## src/rtl/npc_pkg.sv

```systemverilog
package npc_pkg;

    localparam int XLEN        = 32;
    localparam int OFS_W       = 16;
    localparam int FIELD_W     = 26;
    localparam int REG_IDX_W   = 5;
    localparam int INSN_BYTES  = 4;
    localparam int ALIGN_BITS  = $clog2(INSN_BYTES);
    localparam int REGION_BITS = XLEN - FIELD_W - ALIGN_BITS;

    typedef enum logic [2:0] {
        CLS_SEQ  = 3'd0,
        CLS_BEQ  = 3'd1,
        CLS_BNE  = 3'd2,
        CLS_JMP  = 3'd3,
        CLS_JAL  = 3'd4,
        CLS_JREG = 3'd5
    } ctl_class_e;

    typedef struct packed {
        logic [XLEN-1:0] next_pc;
        logic            taken;
        logic            link_we;
        logic [XLEN-1:0] link_value;
    } npc_state_t;

endpackage

```

## src/rtl/npc_cond.sv

```systemverilog
module npc_cond
    import npc_pkg::*;
#(
    parameter int W = XLEN
) (
    input  logic [2:0]   cls,
    input  logic [W-1:0] op_a,
    input  logic [W-1:0] op_b,
    output logic         is_branch,
    output logic         cond_true
);
    logic same;

    always_comb begin
        same      = (op_a == op_b);
        is_branch = (cls == CLS_BEQ) || (cls == CLS_BNE);
        unique case (cls)
            CLS_BEQ: cond_true = same;
            CLS_BNE: cond_true = !same;
            default: cond_true = 1'b0;
        endcase
    end

endmodule

```

## src/rtl/npc_targets.sv

```systemverilog
module npc_targets
    import npc_pkg::*;
#(
    parameter int W    = XLEN,
    parameter int OW   = OFS_W,
    parameter int FW   = FIELD_W,
    parameter int AB   = ALIGN_BITS
) (
    input  logic [W-1:0]  pc,
    input  logic [OW-1:0] offset,
    input  logic [FW-1:0] field,
    output logic [W-1:0]  seq_pc,
    output logic [W-1:0]  br_pc,
    output logic [W-1:0]  jmp_pc
);
    localparam int RB  = W - FW - AB;
    localparam int EXT = W - OW - AB;

    logic [W-1:0] scaled_ofs;

    always_comb begin
        seq_pc     = pc + W'(1 << AB);
        scaled_ofs = {{EXT{offset[OW-1]}}, offset, {AB{1'b0}}};
        br_pc      = seq_pc + scaled_ofs;
        jmp_pc     = {seq_pc[W-1 -: RB], field, {AB{1'b0}}};
    end

endmodule

```

## src/rtl/npc_unit.sv

```systemverilog
module npc_unit
    import npc_pkg::*;
#(
    parameter logic [XLEN-1:0] RESET_PC = '0,
    parameter int              LINK_IDX = 31
) (
    input  logic                 clk,
    input  logic                 rst_n,
    input  logic [XLEN-1:0]      cur_pc,
    input  logic [2:0]           ctl_class,
    input  logic [XLEN-1:0]      cmp_a,
    input  logic [XLEN-1:0]      cmp_b,
    input  logic [OFS_W-1:0]     br_offset,
    input  logic [FIELD_W-1:0]   jmp_field,
    input  logic [XLEN-1:0]      jr_value,
    output logic [XLEN-1:0]      next_pc,
    output logic                 taken,
    output logic                 link_we,
    output logic [REG_IDX_W-1:0] link_reg,
    output logic [XLEN-1:0]      link_value
);
    logic [XLEN-1:0] seq_pc, br_pc, jmp_pc;
    logic            is_branch, cond_true;
    npc_state_t      state_d, state_q;

    npc_cond #(.W(XLEN)) u_cond (
        .cls       (ctl_class),
        .op_a      (cmp_a),
        .op_b      (cmp_b),
        .is_branch (is_branch),
        .cond_true (cond_true)
    );

    npc_targets #(.W(XLEN), .OW(OFS_W), .FW(FIELD_W), .AB(ALIGN_BITS)) u_tgt (
        .pc     (cur_pc),
        .offset (br_offset),
        .field  (jmp_field),
        .seq_pc (seq_pc),
        .br_pc  (br_pc),
        .jmp_pc (jmp_pc)
    );

    always_comb begin
        state_d            = '0;
        state_d.next_pc    = seq_pc;
        state_d.link_value = '0;
        unique case (ctl_class)
            CLS_BEQ, CLS_BNE: begin
                if (is_branch && cond_true) begin
                    state_d.next_pc = br_pc;
                    state_d.taken   = 1'b1;
                end
            end
            CLS_JMP: begin
                state_d.next_pc = jmp_pc;
                state_d.taken   = 1'b1;
            end
            CLS_JAL: begin
                state_d.next_pc    = jmp_pc;
                state_d.taken      = 1'b1;
                state_d.link_we    = 1'b1;
                state_d.link_value = seq_pc;
            end
            CLS_JREG: begin
                state_d.next_pc = jr_value;
                state_d.taken   = 1'b1;
            end
            default: ;
        endcase
    end

    always_ff @(posedge clk or negedge rst_n) begin
        if (!rst_n) begin
            state_q         <= '0;
            state_q.next_pc <= RESET_PC;
        end else begin
            state_q <= state_d;
        end
    end

    assign next_pc    = state_q.next_pc;
    assign taken      = state_q.taken;
    assign link_we    = state_q.link_we;
    assign link_value = state_q.link_value;
    assign link_reg   = REG_IDX_W'(LINK_IDX);

    // Checker support: high once a registered result reflects sampled inputs.
    logic live_d, live_q;
    always_comb live_d = 1'b1;
    always_ff @(posedge clk or negedge rst_n) begin
        if (!rst_n) live_q <= 1'b0;
        else        live_q <= live_d;
    end

    AST_SEQ_STEP: assert property (@(posedge clk) disable iff (!rst_n)
        live_q && ($past(ctl_class) == CLS_SEQ) |->
            (next_pc == $past(cur_pc) + 32'd4) && !taken);

    AST_BRANCH_HOLD: assert property (@(posedge clk) disable iff (!rst_n)
        live_q && ($past(ctl_class) == CLS_BEQ) && ($past(cmp_a) != $past(cmp_b)) |->
            !taken && (next_pc == $past(cur_pc) + 32'd4));

    AST_JUMP_REGION: assert property (@(posedge clk) disable iff (!rst_n)
        live_q && (($past(ctl_class) == CLS_JMP) || ($past(ctl_class) == CLS_JAL)) |->
            (next_pc[XLEN-1 -: REGION_BITS] == ($past(cur_pc) + 32'd4) >> (XLEN - REGION_BITS))
            && (next_pc[1:0] == 2'b00));

    AST_REG_JUMP: assert property (@(posedge clk) disable iff (!rst_n)
        live_q && ($past(ctl_class) == CLS_JREG) |-> taken && (next_pc == $past(jr_value)));

    AST_LINK_ONLY_CALL: assert property (@(posedge clk) disable iff (!rst_n)
        live_q && link_we |-> ($past(ctl_class) == CLS_JAL)
            && (link_value == $past(cur_pc) + 32'd4) && taken);

    AST_RESET_QUIET: assert property (@(posedge clk)
        !rst_n |-> !taken && !link_we && (next_pc == RESET_PC));

endmodule

```

## config.mk

```make
export PLATFORM = sky130hd
export DESIGN_NAME = npc_unit
export DESIGN_NICKNAME = d
export VERILOG_FILES = /design/src/rtl/npc_pkg.sv /design/src/rtl/npc_cond.sv /design/src/rtl/npc_targets.sv /design/src/rtl/npc_unit.sv
export SDC_FILE = /design/constraint.sdc
export NUM_CORES = 1
export LEC_CHECK = 0
export ABC_AREA = 1
export BUFFER_PORTS_ARGS = -buffer_cell sky130_fd_sc_hd__buf_2
export CAP_MARGIN = 20
export CORE_ASPECT_RATIO = 1.75
export CORE_MARGIN = 2
export CORE_UTILIZATION = 45
export DETAILED_ROUTE_END_ITERATION = 16
export GPL_TIMING_DRIVEN = 0
export PLACE_DENSITY = 0.79
export SETUP_SLACK_MARGIN = 0.15
export SLEW_MARGIN = 15
export SYNTH_ARGS = -nofsm -noshare
export SYNTH_HDL_FRONTEND = slang
export SYNTH_SLANG_ARGS = --single-unit
```

## constraint.sdc

```tcl
create_clock -name clk -period 0.8 [get_ports clk]
set_input_delay 0.04 -clock clk [delete_from_list [all_inputs] [get_ports clk]]
set_output_delay 0.04 -clock clk [all_outputs]
set_load 0.05 [all_outputs]
```

==> flow_metrics.py, run 1 <==
metrics = {
    "synth": {
        "ys_types": 40,
        "mappedNetlistArea_sq_um": 6590,
        "synth_area_per_cell_sq_um": 6.17,
        "yosys.area.top_type_share_pct": 25.1,
        "async_reset_ff_share_pct": 100,
        "synthFlopType": "dfrtp_1",
        "ys.warnings.count": 0,
        "synth-seq-cells": 66,
        "synth_top_area_cell": "dfrtp_1",
        "postSynthCellCount": 1067,
        "synth_edf_count": 0,
        "synth_sequential_area_ratio_pct": 25.1,
        "post_synth_main_area_contributors": "dfrtp_1 (25%), nand2_1 (21%), inv_1 (10%)",
    },
    "clock_network": {
        "ctsRootBufferMaster": "clkbuf_16",
        "htree_levels": 3,
        "cts_sinks": 66,
        "max-clock-path-buffers": 2,
        "cts_buffer_count": 9,
    },
    "place": {
        "gpl.final_weighted_congestion": 0.957,
        "port-buffer-count": 240,
        "detailed_place_hpwl_mm": 22.0,
    },
    "sta": {
        "worst_endpoint": "next_pc[29]$_DFF_PN0_/D",
        "worstEndpointType": "sequential cell input",
    },
    "die": {
        "dieHeight_um": 164,
        "initial_utilization_pct": 45.8,
        "die_width_um": 95.5,
        "rows": 58,
        "io_pins": 246,
    },
    "global_routing": {
        "global_route.overflow_total": 13,
        "global_routing_usage_summed_across_all_routing_layers_pct": 64.4,
        "grt_start_max_net_pins": 36,
    },
    "outcome": {
        "error_message": "[ERROR GRT-0232] Routing congestion too high. Check the congestion heatmap in the GUI.",
        "flow.stopped_at": "global routing",
        "run_status": "stopped before the end",
    },
}
metal layers:
layer | overflow | GRT usage (%)
met4 | 7 | 71.0
met5 | 0 | 6.94
met2 | 6 | 87.0
met1 | 0 | 62.2
met3 | 0 | 38.2
cell families after synthesis:
group	count (synthesis)	share of synthesized area [%]
simple gates	627	41.1
buf+inv	204	12.2
compound gates	92	9.06
flops	66	25.1
xor+xnor	41	5.57
fa+ha+maj	36	6.95
other cells	1	0.0569
timing repair:
| item | 4_1_cts |
|---|---|
| endpoints found under the setup margin | 126 |
| hold buffers | 4 |
| endpoints found under the hold margin | 60 |
| pin swaps | 64 |
| setup buffers | 59 |
| gates resized for setup | 373 |
cell usage after synthesis, types with 2 or more instances:
cell,number
or2_2,5
o21bai_1,6
buf_2,4
o21ai_1,8
nor2_2,7
nand2_1,364
dfrtp_1,66
nand2_4,4
o21ai_0,9
nor2_8,2
clkbuf_1,8
a21oi_1,24
ha_1,35
nor2_4,4
inv_1,176
xnor2_1,26
inv_2,8
nand4_1,14
nor2_1,114
xor2_1,14
nor3_2,2
a21o_1,2
nand3b_1,4
nand2_2,10
nand3_1,79
buf_4,8
and2_1,3
a221oi_1,2
o211ai_1,14
nor3_1,12
a22oi_1,24
through the flow:
step	setup TNS [ns]	instances	cell area [sq um]	setup WS, ns
floorplan	-36.31	1071	7360	-1.45
global placement	-120.92	1491	8790	-2.46
detailed placement	-79.43	1492	8810	-2.54
CTS	-46.84	1571	11100	-1.50
==> run 2: changes to the inputs <==
--- a/config.mk
+++ b/config.mk
@@ -8,13 +8,11 @@
 export ABC_AREA = 1
 export BUFFER_PORTS_ARGS = -buffer_cell sky130_fd_sc_hd__buf_2
 export CAP_MARGIN = 20
-export CORE_ASPECT_RATIO = 1.75
 export CORE_MARGIN = 2
-export CORE_UTILIZATION = 45
+export CORE_UTILIZATION = 30
 export DETAILED_ROUTE_END_ITERATION = 16
 export GPL_TIMING_DRIVEN = 0
-export PLACE_DENSITY = 0.79
-export SETUP_SLACK_MARGIN = 0.15
+export PLACE_DENSITY_LB_ADDON = 0.15
 export SLEW_MARGIN = 15
 export SYNTH_ARGS = -nofsm -noshare
 export SYNTH_HDL_FRONTEND = slang
==> run 2 against run 1 <==
The flow now finishes, with violations (hold timing, setup timing). Area after synthesis unchanged. Synthesized cell count unchanged.
==> flow_metrics.py, run 2 <==
metrics = {
    "setup_path": {
        "crit_path_max_fanout": 6,
        "cp.buffers_inverters": 4,
        "crit_arrival_ns": 2.53,
        "cp-end-kind": "flip-flop",
        "crit_slowest_cell": "ha_4",
        "critical_path.cell_chain": "buf_8 -> ha_4 -> nand2_4 -> nor2_4 -> nand2_4 -> nor2_8 -> buf_4 -> nand3_4 -> xor2_4 -> inv_2 -> ha_4 -> nand2_4 -> nor2_4 -> inv_2 -> nor2_4 -> nand4_1 -> nand3_1 -> nand2_1 -> nand2_1 -> nand2_1 -> nand3_1 -> nand3_2",
        "cp_top_family": "simple AND/OR/NAND/NOR gates",
        "critPathMaxStageDelay_ns": 0.31,
        "setup.worst_path.start_class": "input pin",
        "worst-endpoint-required_ns": 1.00,
        "worstSetupPathType": "in -> reg",
    },
    "die": {
        "initial_utilization_pct": 30.4,
        "dieHeight_um": 152,
        "fp.coreArea_sq_um": 21700,
        "die_width_um": 152,
        "io_pins": 246,
        "rows": 54,
        "die_area_sq_um": 23200,
    },
    "sta": {
        "setup_repair_after_global_routing_missed_its_margin": "true",
        "timing.fmax_mhz": 429,
        "drv_slew": 0,
        "finalWorstSetupSlack_ns": -1.53,
        "finalCriticalPeriod_ns": 2.33,
        "report.final.setup_viol": 119,
        "finalCritPeriodShare_pct": 291,
        "slew-limit-headroom_pct": 46.8,
        "tightest_slew_ns": 0.798,
        "fin_hold_ws_ns": -0.0215,
        "count_of_final_hold_check_violations": 3,
    },
    "synth": {
        "synth-seq-cells": 66,
        "synth_simple_gate_area_share_pct": 41.1,
        "postSynthCellCount": 1067,
        "synth_edf_count": 0,
        "yosys.area.top_type_share_pct": 25.1,
        "post_synth_xor_area_fraction_pct": 5.57,
        "ys.warnings.count": 0,
        "synth_sequential_area_ratio_pct": 25.1,
        "post_synth_main_area_contributors": "dfrtp_1 (25%), nand2_1 (21%), inv_1 (10%)",
        "combinational_family_with_the_most_area_after_synthesis": "simple AND/OR/NAND/NOR gates",
        "async_reset_ff_share_pct": 100,
        "synth-compound-area-share_pct": 9.06,
        "ys_top_cells_by_count": "nand2_1 (364), inv_1 (176), nor2_1 (114)",
        "share_of_cell_area_taken_by_muxes_after_synthesis_pct": 0,
        "synth_top_area_cell": "dfrtp_1",
        "synth_area_per_cell_sq_um": 6.17,
        "synthFlopType": "dfrtp_1",
        "synthMostInstantiatedCell": "nand2_1",
        "ys_types": 40,
        "post_synthesis_share_of_cell_area_spent_on_full_adders_half_adders_and_majority_gates_pct": 6.95,
        "mappedNetlistArea_sq_um": 6590,
    },
    "power_and_ir_drop": {
        "total_leakage_power_uw": 0.00651,
        "power_density_nw_per_um2": 1270,
        "vdd.ir_drop.worst_v": 0.00110,
        "totalPowerFinal_uw": 16500,
    },
    "clock_network": {
        "cts_sinks": 66,
        "htree_levels": 3,
        "clk_pin_slew_worst_paths_ns": 0.06,
        "ctsRootBufferMaster": "clkbuf_16",
        "max-clock-path-buffers": 2,
        "tritoncts": "built",
        "cts_buffer_count": 9,
        "cts_hold_buf": 37,
    },
    "place": {
        "count_of_placed_standard_cells_including_taps": 1592,
        "placement.setup.worst_slack_ns": -2.50,
        "port-buffer-count": 240,
        "detailed_place_hpwl_mm": 22.6,
        "place_area_sq_um": 8800,
        "gpl.final_weighted_congestion": 0.912,
    },
    "global_routing": {
        "global_routing_usage_summed_across_all_routing_layers_pct": 25.7,
        "global_route.overflow_total": 0,
        "grt_start_max_net_pins": 40,
        "wire_length_of_the_first_global_routing_pass_mm": 46.2,
        "number_of_antenna_violations_at_the_first_check_in_global_routing": 0,
        "first_global_vias": 8434,
    },
    "final_layout": {
        "drive_gt1_share_pct": 54.3,
        "final_cell_mix": "nand2_1 (229), buf_2 (145), inv_1 (131), buf_6 (121), nand2_2 (83)",
        "fillerInstances": 1885,
        "area.sequential_sq_um": 1650,
        "multi_input_comb_area_sq_um": 6540,
        "antenna_fix_cells": 0,
        "area_delta_synth_final_pct": 98.1,
        "post-route-cell-area_sq_um": 13100,
        "nets": 1678,
        "finalNonFillerCells": 1752,
        "mostFrequentLayoutCell": "nand2_1",
    },
    "detailed_routing": {
        "wire_per_inst_um": 17.8,
        "detail_route.vias_per_cell": 4.78,
        "first_iter_violations": 504,
        "detailroute.via_count": 8378,
        "drc_errors": 0,
        "drtAntennaViolNets": 0,
        "route.final.wire_length_mm": 31.1,
        "drt_pass1_iterations": 6,
    },
    "min_path": {
        "worst_hold_path_type": "in -> reg",
    },
    "outcome": {
        "failing_checks": "hold timing, setup timing",
        "run_status": "finished, violations left",
    },
    "flow_run": {
        "timing.max_cap.violations": 0,
    },
}
run 2: cells by family (layout without fill, tap and decap cells):
| group | count (synthesis) | in the layout |
|---|---|---|
| AO/OA/AOI/OAI | 92 | 92 |
| other | 1 | 5 |
| XOR/XNOR | 41 | 41 |
| AND/OR/NAND/NOR | 627 | 627 |
| flip-flops | 66 | 66 |
| adder cells (fa/ha/maj) | 36 | 36 |
| buffers and inverters | 204 | 605 |
run 2: worst paths after layout:
path,startpoint,endpoint,slack [ns],cells past startpoint
max in group asynchronous,rst_n,next_pc[24],0.15,3
hold / removal,jr_value[25],next_pc[25],-0.02,3
setup / recovery,cur_pc[3],next_pc[21],-1.53,22
min in group asynchronous,rst_n,link_value[13],0.14,2
run 2: repair_timing:
action                                 in CTS  in global routing
endpoints found under the hold margin      62                  2
setup endpoints to repair                 129                165
pin swaps                                 131                138
resized for setup                         470                210
cloned                                      0                  2
buffers inserted                           66                 47
run 2: final cells by class:
class	count	area share [%]
Clock inverter	4	0.566
Tap cell	280	2.68
Inverter	184	5.54
Sequential cell	66	12.7
Timing Repair Buffer	385	25.2
Clock buffer	12	1.97
Multi-Input combinational cell	801	50.1
Buffer	20	1.28
run 2: through the flow:
stage	util (%)	TNS [ns]
after global placement	40.5	-124.59
final	60.2	-49.13
after CTS	54.7	-45.19
after detailed placement	40.6	-80.21
after floorplan	-	-36.18
after global routing	60.2	-54.82
run 2: metal layers:
metal / up-vias / global-route usage, % / share of wire (%)
met1: 3918 / 31.5 / 41
met3: 42 / 5.77 / 6.4
met4: 0 / 9.03 / 2.8
met5: - / 0 / 0
li1: 4119 / - / -
met2: 299 / 44.5 / 50
run 2: power breakdown:
part | total, uW | internal, uW | switching (uW)
logic | 8270 | 3460 | 4800
clock network | 4510 | 2900 | 1610
registers | 3750 | 3610 | 147
(Power assumes the default switching activity.)
